==> src/rtl/tirq_pkg.sv <==
package tirq_pkg;
  localparam int MAX_CORES      = 4;
  localparam int LINES_PER_CORE = 2;
  localparam int MAX_LINES      = MAX_CORES * LINES_PER_CORE;
  localparam int IDX_W          = $clog2(MAX_LINES);
  localparam int CORE_W         = $clog2(MAX_CORES);
  localparam int ID_W           = 5;
  localparam int TIMER_PPI_ID   = 29;

  typedef logic [IDX_W-1:0]     line_idx_t;
  typedef logic [MAX_LINES-1:0] line_vec_t;
endpackage

==> src/rtl/tirq_edge_det.sv <==
module tirq_edge_det #(
  parameter int N_LINES  = 8,
  parameter int N_ACTIVE = 8
) (
  input  logic               clk_i,
  input  logic               rst_ni,
  input  logic [N_LINES-1:0] line_i,
  output logic [N_LINES-1:0] rise_o
);
  logic [N_LINES-1:0] prev_q;
  logic [N_LINES-1:0] prev_d;
  logic [N_LINES-1:0] act_mask;

  // Lines above the configured range are masked out.
  for (genvar g = 0; g < N_LINES; g++) begin : g_mask
    if (g < N_ACTIVE) begin : g_on
      assign act_mask[g] = 1'b1;
    end else begin : g_off
      assign act_mask[g] = 1'b0;
    end
  end

  // Every stored level follows its line each cycle, edge or not.
  always_comb begin
    prev_d = line_i;
  end

  always_ff @(posedge clk_i or negedge rst_ni) begin
    if (!rst_ni) prev_q <= '0;
    else         prev_q <= prev_d;
  end

  assign rise_o = line_i & ~prev_q & act_mask;
endmodule

==> src/rtl/tirq_pend_q.sv <==
module tirq_pend_q #(
  parameter int N_LINES = 8
) (
  input  logic               clk_i,
  input  logic               rst_ni,
  input  logic [N_LINES-1:0] set_i,
  input  logic [N_LINES-1:0] grant_i,
  output logic [N_LINES-1:0] pend_o
);
  logic [N_LINES-1:0] pend_q;
  logic [N_LINES-1:0] pend_d;
  logic               pend_en;

  // A new rise on an already pending line folds into that bit.
  always_comb begin
    pend_en = |set_i || |grant_i;
    pend_d  = (pend_q & ~grant_i) | set_i;
  end

  always_ff @(posedge clk_i or negedge rst_ni) begin
    if (!rst_ni)      pend_q <= '0;
    else if (pend_en) pend_q <= pend_d;
  end

  assign pend_o = pend_q;

  a_r6_grant_onehot: assert property (@(posedge clk_i) disable iff (!rst_ni)
    $onehot0(grant_i));
  a_r6_grant_pending: assert property (@(posedge clk_i) disable iff (!rst_ni)
    (grant_i & ~pend_q) == '0);

  for (genvar g = 0; g < N_LINES; g++) begin : g_chk
    a_r8_kept_until_grant: assert property (@(posedge clk_i) disable iff (!rst_ni)
      (pend_q[g] && !grant_i[g]) |=> pend_q[g]);
  end
endmodule

==> src/rtl/tirq_prio_arb.sv <==
module tirq_prio_arb #(
  parameter int N_LINES = 8,
  parameter int IDX_W   = 3
) (
  input  logic [N_LINES-1:0] req_i,
  input  logic               en_i,
  output logic [N_LINES-1:0] grant_o,
  output logic [IDX_W-1:0]   idx_o,
  output logic               any_o
);
  logic [N_LINES-1:0] low_bit;

  assign any_o   = |req_i;
  assign low_bit = req_i & (~req_i + 1'b1);
  assign grant_o = en_i ? low_bit : '0;

  // Lowest set index wins.
  always_comb begin
    idx_o = '0;
    for (int i = N_LINES - 1; i >= 0; i--) begin
      if (req_i[i]) idx_o = i[IDX_W-1:0];
    end
  end
endmodule

==> src/rtl/tirq_edge_router.sv <==
module tirq_edge_router
  import tirq_pkg::*;
#(
  parameter int NUM_CORES = 4
) (
  input  logic                 clk_i,
  input  logic                 rst_ni,
  input  logic [MAX_LINES-1:0] line_i,
  input  logic                 req_ready_i,
  output logic                 req_valid_o,
  output logic [CORE_W-1:0]    req_core_o,
  output logic [ID_W-1:0]      req_id_o
);
  localparam int ACTIVE_LINES = NUM_CORES * LINES_PER_CORE;

  line_vec_t rise;
  line_vec_t pend;
  line_vec_t grant;
  line_idx_t win_idx;
  logic      win_any;
  logic      take;

  logic      vld_q, vld_d;
  line_idx_t idx_q, idx_d;
  logic      out_en;

  tirq_edge_det #(.N_LINES(MAX_LINES), .N_ACTIVE(ACTIVE_LINES)) u_edge (
    .clk_i (clk_i),
    .rst_ni(rst_ni),
    .line_i(line_i),
    .rise_o(rise)
  );

  tirq_pend_q #(.N_LINES(MAX_LINES)) u_pend (
    .clk_i  (clk_i),
    .rst_ni (rst_ni),
    .set_i  (rise),
    .grant_i(grant),
    .pend_o (pend)
  );

  tirq_prio_arb #(.N_LINES(MAX_LINES), .IDX_W(IDX_W)) u_arb (
    .req_i  (pend),
    .en_i   (take),
    .grant_o(grant),
    .idx_o  (win_idx),
    .any_o  (win_any)
  );

  // Output slot: refilled when empty or when its request is accepted.
  always_comb begin
    take   = !vld_q || req_ready_i;
    out_en = take;
    vld_d  = win_any;
    idx_d  = win_any ? win_idx : idx_q;
  end

  always_ff @(posedge clk_i or negedge rst_ni) begin
    if (!rst_ni) begin
      vld_q <= 1'b0;
      idx_q <= '0;
    end else if (out_en) begin
      vld_q <= vld_d;
      idx_q <= idx_d;
    end
  end

  assign req_valid_o = vld_q;
  assign req_core_o  = idx_q[IDX_W-1:1];
  assign req_id_o    = ID_W'(TIMER_PPI_ID) + ID_W'(idx_q[0]);

  a_r7_hold_stable: assert property (@(posedge clk_i) disable iff (!rst_ni)
    (req_valid_o && !req_ready_i) |=>
      (req_valid_o && $stable(req_core_o) && $stable(req_id_o)));
  a_r5_core_in_range: assert property (@(posedge clk_i) disable iff (!rst_ni)
    req_valid_o |-> (int'(req_core_o) < NUM_CORES));
  a_r3_id_value: assert property (@(posedge clk_i) disable iff (!rst_ni)
    req_valid_o |-> (req_id_o == ID_W'(29) || req_id_o == ID_W'(30)));
endmodule

==> config.mk <==
export PLATFORM = sky130hd
export DESIGN_NAME = tirq_edge_router
export DESIGN_NICKNAME = d
export VERILOG_FILES = /design/src/rtl/tirq_pkg.sv /design/src/rtl/tirq_edge_det.sv /design/src/rtl/tirq_pend_q.sv /design/src/rtl/tirq_prio_arb.sv /design/src/rtl/tirq_edge_router.sv
export SDC_FILE = /design/constraint.sdc
export NUM_CORES = 1
export LEC_CHECK = 0
export ABC_AREA = 1
export BUFFER_PORTS_ARGS = -buffer_cell sky130_fd_sc_hd__buf_2
export CORE_MARGIN = 2
export CORE_UTILIZATION = 35
export CTS_CLUSTER_DIAMETER = 60
export CTS_CLUSTER_SIZE = 16
export DETAILED_ROUTE_END_ITERATION = 8
export HOLD_SLACK_MARGIN = 0.05
export SLEW_MARGIN = 15
export SYNTH_ARGS = -nofsm -noshare
export SYNTH_HDL_FRONTEND = slang
export SYNTH_SLANG_ARGS = --single-unit
==> constraint.sdc <==
create_clock -name clk_i -period 1.1 [get_ports clk_i]
set_input_delay 0 -clock clk_i [delete_from_list [all_inputs] [get_ports clk_i]]
set_output_delay 0 -clock clk_i [all_outputs]
set_load 0.01 [all_outputs]
==> out/metrics.cfg, run 1 <==
[outcome]
status=finished with violations
violations=negative setup slack

[grt]
grt_max_degree=21
grt_pass1_vias=613
grt_first_pass_wirelength_mm=2.43
antenna_found_initial=0
grt-ovfl-total=0
grtUsageTotal=0.119

[run]
maxCapViolCount=0

[setup_path]
crit_end=u_pend.pend_o[5]
worstPathArrival_ns=1.27
cpPeakStageDelay_ns=0.45
r2r-end=u_pend.pend_o[5]
cp_slowest_cell=dfrtp_2
regToRegSetupSlack_ns=-0.0009
start_kind=flop
worst-path-max-fanout=5
rr_startpoint=u_pend.pend_o[1]
end_kind=flop
worstPathRequired_ns=1.27
setup.worst_path.class=flop to flop
ff2ff_path_depth=4
startpoint=u_pend.pend_o[1]
crit_chain=nor2_4 > nand2_4 > o31ai_2 > nand2_1

[timing]
fmax_ghz=0.908
slew_violations=0
fin_crit_sh=1.00
period_needed_ns=1.10
timing.final.ws_setup_ns=-0.000945
rsz0062_at_grt=true
hold_viol=0
skew_ns=0.00176
setup_viol=1

[floorplanning]
placementRows=18
initial_core_util=0.359
die_x_um=53.7
placeableCoreArea_um2=2410
die-height_um=53.7
boundaryPins=19
dieArea_um2=2880

[placed_design]
io_buffers=15
routabilityCongestion=0.822
dp.cells=138
dpl.hpwl_mm=1.08

[power_and_ir_drop]
vdd_drop_max_uv=835
clockPowerShare=0.240
p_leak_uw=0.000589
p_sw_uw=352
p_per_area_nw_per_um2=1170
p_seq_frac=0.595
p_comb_frac=0.165
swShare=0.256
intPower_uw=1020

[cts]
insertion_delay_ns=0.29
htree_num_levels=1
cts_root_buf=clkbuf_4
cts_made_buffers=3
clkTransAtPathRegs_ns=0.10
cts_tree=yes
clk_path_buf_depth=2
cts.sinks=20

[cells_and_area]
layout.nets=140
area_delta_synth_final_pct=36.5
final_cell_mix=nand2_1 (18), inv_1 (17), dfrtp_1 (17)
fin_util=0.490
final_common_cell=nand2_1
seqCellArea_um2=504
stdcell_count=157
multi_input_area_um2=309
drive_gt1_frac=0.354
antenna_cells=0
n_fill_cell=230

[route]
viasPerCell=4.28
drt-wirelength-per-cell_um=9.99
drt-initial-drc-count=6
drt-pass1-iter-count=4
antenna_left=0
dr_total_vias=672
route.detailed.drc=0
routed_wl_mm=1.57

[synth]
synth_area_leaders=dfrtp_1 (58%), nand2_1 (9.1%), inv_1 (7.4%)
syn_area_um2=865
avgSynthCellArea_um2=9.40
synth.yosys.seq_area_share=0.579
synth_top_cell_area_share=0.579
synthDistinctLibCells=20
ys_ff_latch=20
yosys_warnings=0
synth_cells=92
synth_largest_area_cell=dfrtp_1

[hold_path]
hold_class=primary input to asynchronous set/reset pin

## worst min-delay path by stage
stage | startpoint | end | slack, ns
6_report | rst_ni | u_edge.prev_q[7] | 0.18
4_1_cts | rst_ni | u_edge.prev_q[4] | 0.19
5_1_grt | rst_ni | u_edge.prev_q[4] | 0.19
2_1_floorplan | rst_ni | idx_q[0] | -0.30
3_5_place_dp | rst_ni | u_edge.prev_q[4] | -0.02
3_3_place_gp | rst_ni | u_edge.prev_q[7] | -0.03
## worst max-delay path: cells and delay by family (launching register included)
family | cells | cell delay, ns
flops | 1 | 0.45
simple gates | 3 | 0.35
compound gates | 1 | 0.18
## repair_timing
action | 4_1_cts | 5_1_grt
pin swaps | 2 | 6
resized for setup | 3 | 9
endpoints found under the hold margin | 37 | 0
endpoints found under the setup margin | 4 | 7
buffers inserted | 3 | 3
hold buffers | 10 | 0
## power by group through the flow
stage | clock (uW) | combinational, uW | sequential [uW]
3_3_place_gp | 0 | 165 | 834
3_5_place_dp | 0 | 167 | 837
5_1_grt | 384 | 260 | 825
2_1_floorplan | 0 | 100 | 836
4_1_cts | 350 | 214 | 820
6_report | 330 | 227 | 819
## flip-flops by register name (all words and copies together), names as in the netlist
| register | cells |
|---|---|
| idx_q | 3 |
| u_pend.pend_o | 8 |
| u_edge.prev_q | 8 |
| req_valid_o | 1 |
## final cells by class
cell class | instances | area share
flip-flops and latches | 20 | 0.427
multi-input cells | 53 | 0.262
repair buffers | 33 | 0.203
inverters | 18 | 0.0573
well taps | 30 | 0.0318
clock buffers | 3 | 0.0191
## cell families (layout without fill, tap and decap cells)
group	after synthesis	after routing	share of synthesized area
DFF	20	20	0.579
buffers and inverters	21	54	0.104
and+or+nand+nor	35	35	0.211
AOI/OAI and AO/OA	15	15	0.101
other	1	3	0.00434
## cells in the mapped netlist
| cell type | n |
|---|---|
| nor3_1 | 2 |
| inv_1 | 17 |
| conb_1 | 1 |
| nand2_1 | 21 |
| nand2_2 | 1 |
| inv_2 | 1 |
| nand4_1 | 1 |
| nor2_1 | 2 |
| a21boi_1 | 1 |
| o31ai_1 | 1 |
| nor2_4 | 4 |
| nand2_4 | 1 |
| o21ai_1 | 7 |
| nor2_2 | 1 |
| nor4_1 | 1 |
| nand3_1 | 1 |
| buf_4 | 3 |
| o21ai_2 | 2 |
| dfrtp_1 | 20 |
| o21ai_0 | 4 |
## per-layer routing
metal	GRT usage	share of wire	up-vias
li1	-	-	348
met1	0.143	0.44	308
met2	0.193	0.51	14
met3	0.0361	0.039	2
met4	0.0598	0.0051	0
met5	0	0	-
## per-stage QoR
step | worst slack [ns] | instance area [um2] | TNS, ns | hold slack [ns] | total power [uW]
5_1_grt | -0.0881 | 1180 | -0.328 | 0.186 | 1470
2_1_floorplan | 0.0846 | 872 | 0 | -0.296 | 936
6_report | -0.000945 | 1180 | -0.000945 | 0.181 | 1380
3_5_place_dp | -0.0442 | 977 | -0.0442 | -0.0218 | 1000
4_1_cts | -0.00839 | 1130 | -0.00839 | 0.186 | 1380
3_3_place_gp | 0.00489 | 977 | 0 | -0.0297 | 999
Note: power is estimated with default switching activity, not from simulation.
==> run 2, diff against run 1 <==
- CORE_UTILIZATION: 35 -> 45
- PLACE_DENSITY: default -> 0.68
==> out/metrics.cfg, run 2 (synthesis gave the netlist of run 1 again) <==
[cells_and_area]
antenna_cells=0  ; unchanged
n_fill_cell=161  ; -30%
area_delta_synth_final_pct=34.4
multi_input_area_um2=294  ; -4.9%
final_cell_mix=nand2_1 (20), dfrtp_1 (20), inv_1 (17)
fin_util=0.659  ; +0.169
drive_gt1_frac=0.304  ; -0.0503
stdcell_count=150  ; -4.5%
layout.nets=137  ; -2.1%
seqCellArea_um2=500  ; -0.74%

[placed_design]
io_buffers=15  ; unchanged
dpl.hpwl_um=963  ; -11%
routabilityCongestion=0.713  ; -13%
dp.cells=133  ; -3.6%
pre_cts_ws_ns=-0.00397  ; +0.0402 ns

[route]
drt-wirelength-per-cell_um=9.31  ; -6.8%
dr_total_vias=655  ; -2.5%
viasPerCell=4.37  ; +2.0%
antenna_left=0  ; unchanged
drt-initial-drc-count=10  ; +4
drt-pass1-iter-count=3  ; -1
route.detailed.drc=0  ; unchanged
routed_wl_mm=1.40  ; -11%

[setup_path]
rr_startpoint=u_pend.pend_o[1]
end_kind=flop
startpoint=u_pend.pend_o[1]
ff2ff_path_depth=6  ; +2
worstPathRequired_ns=1.30  ; +0.03 ns
worstPathArrival_ns=1.29  ; +0.02 ns
worst-path-max-fanout=5  ; unchanged
crit_end=u_pend.pend_o[7]
r2r-end=u_pend.pend_o[7]
setup.worst_path.class=flop to flop
start_kind=flop
regToRegSetupSlack_ns=0.005  ; about the same
cp_slowest_cell=dfrtp_1
cp_common_cell=nand2_1
cpPeakStageDelay_ns=0.45  ; about the same
crit_chain=nor2_4 > nand2_4 > nor2_2 > nand2_1 > nand2_1 > o21ai_1

[run]
maxCapViolCount=0  ; unchanged

[grt]
top_usage_layer=met2
grt_util_met2=0.243  ; +0.0496
grtUsageTotal=0.143  ; +0.0237
antenna_found_initial=0  ; unchanged
grt-ovfl-total=0  ; unchanged
grtUsageMet3=0.0226  ; -0.0135
grt_first_pass_wirelength_mm=2.24  ; -7.9%
grt_max_degree=21  ; unchanged
met1_usage=0.171  ; +0.0284
grt_pass1_vias=574  ; -6.4%

[power_and_ir_drop]
p_total_uw=1640  ; +19%
vdd_drop_max_uv=845  ; +1.2%
p_leak_uw=0.000590  ; +0.18%
p_per_area_nw_per_um2=1410  ; +21%

[floorplanning]
placementRows=15  ; -3
die_x_um=47.8  ; -11%
placeableCoreArea_um2=1760  ; -27%
boundaryPins=19  ; unchanged
initial_core_util=0.490  ; +0.131
dieArea_um2=2290  ; -21%
die-height_um=47.8  ; -11%

[timing]
skew_ns=0.0107  ; +0.00890 ns
setup_viol=0  ; -1
rsz0062_at_grt=true
fmax_ghz=0.913  ; +0.55%
holdWs_ns=0.146  ; -0.0349 ns
period_needed_ns=1.09  ; -0.00602 ns
hold_viol=0  ; unchanged
slew_violations=0  ; unchanged
timing.final.ws_setup_ns=0.00507  ; +0.00602 ns
fin_crit_sh=0.995  ; -0.00547

[outcome]
status=finished, final reports clean

[cts]
htree_num_levels=1  ; unchanged
clkTransAtPathRegs_ns=0.12  ; +0.02 ns
cts_made_buffers=3  ; unchanged
cts.sinks=20  ; unchanged
cts_root_buf=clkbuf_4
insertion_delay_ns=0.31  ; +0.02 ns
cts_tree=yes
clk_path_buf_depth=2  ; unchanged

[hold_path]
hold_class=primary input to asynchronous set/reset pin

-- run 2: cell types whose count changed in the layout (fill, tap and decap cells not counted), sizes merged --
cell / previous run / this run
bufinv: 0 / 1
buf: 23 / 20
-- run 2: metrics by stage --
| step | area [um2] | TNS [ns] |
|---|---|---|
| 2_1_floorplan | 872 | 0 |
| 3_3_place_gp | 971 | 0 |
| 3_5_place_dp | 971 | -0.00397 |
| 4_1_cts | 1140 | 0 |
| 5_1_grt | 1160 | -0.345 |
| 6_report | 1160 | 0 |
-- run 2: critical path, delay by kind of cell, from the launching register on --
family | cells | cell delay, ns
and+or+nand+nor | 5 | 0.47
AOI/OAI and AO/OA | 1 | 0.06
DFF | 1 | 0.45
-- run 2: how the worst min path moves through the flow --
stage                       from               end  slack, ns  cells after the start
after global placement    rst_ni  u_edge.prev_q[4]      -0.03                      1
final                     rst_ni  u_edge.prev_q[4]       0.15                      2
after detailed placement  rst_ni  u_pend.pend_o[5]      -0.03                      1
after CTS                 rst_ni  u_edge.prev_q[4]       0.16                      2
after global routing      rst_ni          idx_q[2]       0.21                      2
after floorplan           rst_ni          idx_q[0]      -0.30                      0
-- run 2: power by group --
group          total, uW  leakage, uW  internal (uW)  switching (uW)
registers            818     0.000220            782            36.4
clock network        598    0.0000279            369             229
logic                220     0.000342            106             114
total               1640     0.000590           1260             380
-- run 2: area by class of cell --
cell class	instances	share of cell area
tap	25	0.0269
clock inverter	1	0.0258
sequential	20	0.431
multi-input combinational	53	0.253
clock buffer	3	0.0194
inverter	18	0.0581
timing repair buffer	30	0.186
-- run 2: repair_timing --
| action | CTS | global route |
|---|---|---|
| setup buffers | 2 | 1 |
| cloned | 0 | 0 |
| hold buffers | 10 | 0 |
| resized for setup | 0 | 5 |
| pin swaps | 1 | 2 |
| hold endpoints to repair | 37 | 0 |
| endpoints found under the setup margin | 2 | 7 |
-- run 2: metal layers --
metal  vias up  wire [um]
li1        344          -
met1       293        658
met2        14        663
met3         4         49
met4         0         24
met5         -          0
==> run 3, diff against run 2 <==
--- a/config.mk
+++ b/config.mk
@@ -8,4 +8,5 @@
 export ABC_AREA = 1
 export BUFFER_PORTS_ARGS = -buffer_cell sky130_fd_sc_hd__buf_2
+export CAP_MARGIN = 40
 export CORE_MARGIN = 2
 export CORE_UTILIZATION = 45
==> constraint.sdc (replaced) <==
create_clock -name clk_i -period 1.1 [get_ports clk_i]
set_input_delay 0.055 -clock clk_i [delete_from_list [all_inputs] [get_ports clk_i]]
set_output_delay 0.055 -clock clk_i [all_outputs]
set_load 0.01 [all_outputs]
==> out/metrics.cfg, run 3 (synthesis gave the netlist of run 1 again) <==
[outcome]
status=finished, final reports clean

[cells_and_area]
multi_input_area_um2=294  ; unchanged
design_area_um2=1150  ; -0.86%
fin_util=0.653  ; -0.00567
layout.nets=136  ; -0.73%
drive_gt1_frac=0.306  ; +0.00245
area_delta_synth_final_pct=33.3
stdcell_count=149  ; -0.67%
antenna_cells=0  ; unchanged
n_fill_cell=163  ; +1.2%
seqCellArea_um2=500  ; unchanged
final_cell_mix=nand2_1 (20), dfrtp_1 (20), inv_1 (17)

[setup_path]
rr_startpoint=u_pend.pend_o[1]
r2r-end=u_pend.pend_o[7]
worstPathArrival_ns=1.29  ; about the same
setup.worst_path.class=flop to flop
ff2ff_path_depth=6  ; unchanged
end_kind=flop
regToRegSetupSlack_ns=0.005  ; about the same
worstPathRequired_ns=1.30  ; about the same
worst-path-max-fanout=5  ; unchanged
start_kind=flop

[cts]
htree_num_levels=1  ; unchanged
insertion_delay_ns=0.31  ; about the same
cts_root_buf=clkbuf_4
cts_made_buffers=3  ; unchanged
clk_path_buf_depth=2  ; unchanged
clkTransAtPathRegs_ns=0.12  ; about the same
cts.sinks=20  ; unchanged
cts_tree=yes

[route]
dr_total_vias=653  ; -0.31%
drt-wirelength-per-cell_um=9.34  ; +0.38%
antenna_left=0  ; unchanged
drt-pass1-iter-count=3  ; unchanged
routed_wl_mm=1.39  ; -0.29%
viasPerCell=4.38  ; +0.36%
route.detailed.drc=0  ; unchanged
drt-initial-drc-count=10  ; unchanged

[grt]
antenna_found_initial=0  ; unchanged
grt_max_degree=21  ; unchanged
grtUsageTotal=0.142  ; -0.000782
grt_pass1_vias=571  ; -0.52%
grt-ovfl-total=0  ; unchanged
grt_first_pass_wirelength_mm=2.22  ; -0.63%

[hold_path]
min_from=req_ready_i
whs_endpoint=u_pend.pend_o[0]
holdPathStages=4
hold_class=primary input to flop

[floorplanning]
initial_core_util=0.490  ; unchanged
placeableCoreArea_um2=1760  ; unchanged
dieArea_um2=2290  ; unchanged
placementRows=15  ; unchanged
boundaryPins=19  ; unchanged
die-height_um=47.8  ; unchanged
die_x_um=47.8  ; unchanged

[power_and_ir_drop]
p_total_uw=1630  ; -0.16%
p_per_area_nw_per_um2=1420  ; +0.70%
vdd_drop_max_uv=845  ; about the same
p_leak_uw=0.000586  ; -0.71%

[run]
maxCapViolCount=0  ; unchanged

[placed_design]
place_area_um2=971  ; unchanged
routabilityCongestion=0.713  ; unchanged
io_buffers=15  ; unchanged
dp.cells=133  ; unchanged
dpl.hpwl_um=963  ; unchanged

[timing]
setup_viol=0  ; unchanged
fin_crit_sh=0.995  ; unchanged
period_needed_ns=1.09  ; unchanged
fmax_ghz=0.913  ; unchanged
holdWs_ns=0.0605  ; -0.0859 ns
skew_ns=0.0107  ; unchanged
slew_violations=0  ; unchanged
rsz0062_at_grt=true
hold_viol=0  ; unchanged

==> run 3: cell types whose count changed in the layout (fill, tap and decap cells not counted), sizes merged <==
| cell | before | now |
|---|---|---|
| dlygate4sd3 | 10 | 9 |
==> run 3: power breakdown <==
group / internal (uW) / total [uW] / switching (uW)
clock network: 369 / 598 / 229
registers: 782 / 818 / 36.4
logic: 104 / 218 / 114
total: 1250 / 1630 / 379
==> run 3: cell type report <==
cell class                 count  area share
clock buffer                   3      0.0195
multi-input combinational     53       0.255
clock inverter                 1      0.0261
timing repair buffer          29       0.179
inverter                      18      0.0586
tap                           25      0.0271
sequential                    20       0.434
==> run 3: per-layer routing <==
| layer | GRT usage | share of wire |
|---|---|---|
| met1 | 0.169 | 0.47 |
| met3 | 0.0226 | 0.035 |
| met5 | 0 | 0 |
| met2 | 0.243 | 0.48 |
| met4 | 0.0811 | 0.017 |
==> run 3: timing repair <==
item,in CTS,in global routing
endpoints found under the setup margin,2,7
endpoints found under the hold margin,36,0
resized for setup,0,5
hold buffers,9,0
cloned,0,0
pin swaps,1,2
setup buffers,2,1
==> run 3: worst max path at each step <==
stage / start / to / slack (ns) / cells after the start
finish: u_pend.pend_o[1] / u_pend.pend_o[7] / 0.005 / 6
global route: u_pend.pend_o[2] / u_pend.pend_o[7] / -0.08 / 6
CTS: u_pend.pend_o[3] / u_pend.pend_o[5] / 0.0003 / 4
detailed placement: u_pend.pend_o[1] / u_pend.pend_o[7] / -0.004 / 6
global placement: u_pend.pend_o[1] / u_pend.pend_o[5] / 0.003 / 4
floorplan: u_pend.pend_o[1] / u_pend.pend_o[5] / 0.08 / 4
==> run 3: stage by stage <==
stage               setup WS (ns)  setup TNS [ns]
floorplan                  0.0846               0
global placement          0.00312               0
detailed placement       -0.00397        -0.00397
CTS                      0.000285               0
global route              -0.0822          -0.345
finish                    0.00507               0
==> run 3: critical path: stages, from the launching register on <==
cell	delay, ns
dfrtp_1	0.45
nor2_4	0.17
nand2_4	0.10
nor2_2	0.09
nand2_1	0.05
nand2_1	0.06
o21ai_1	0.06
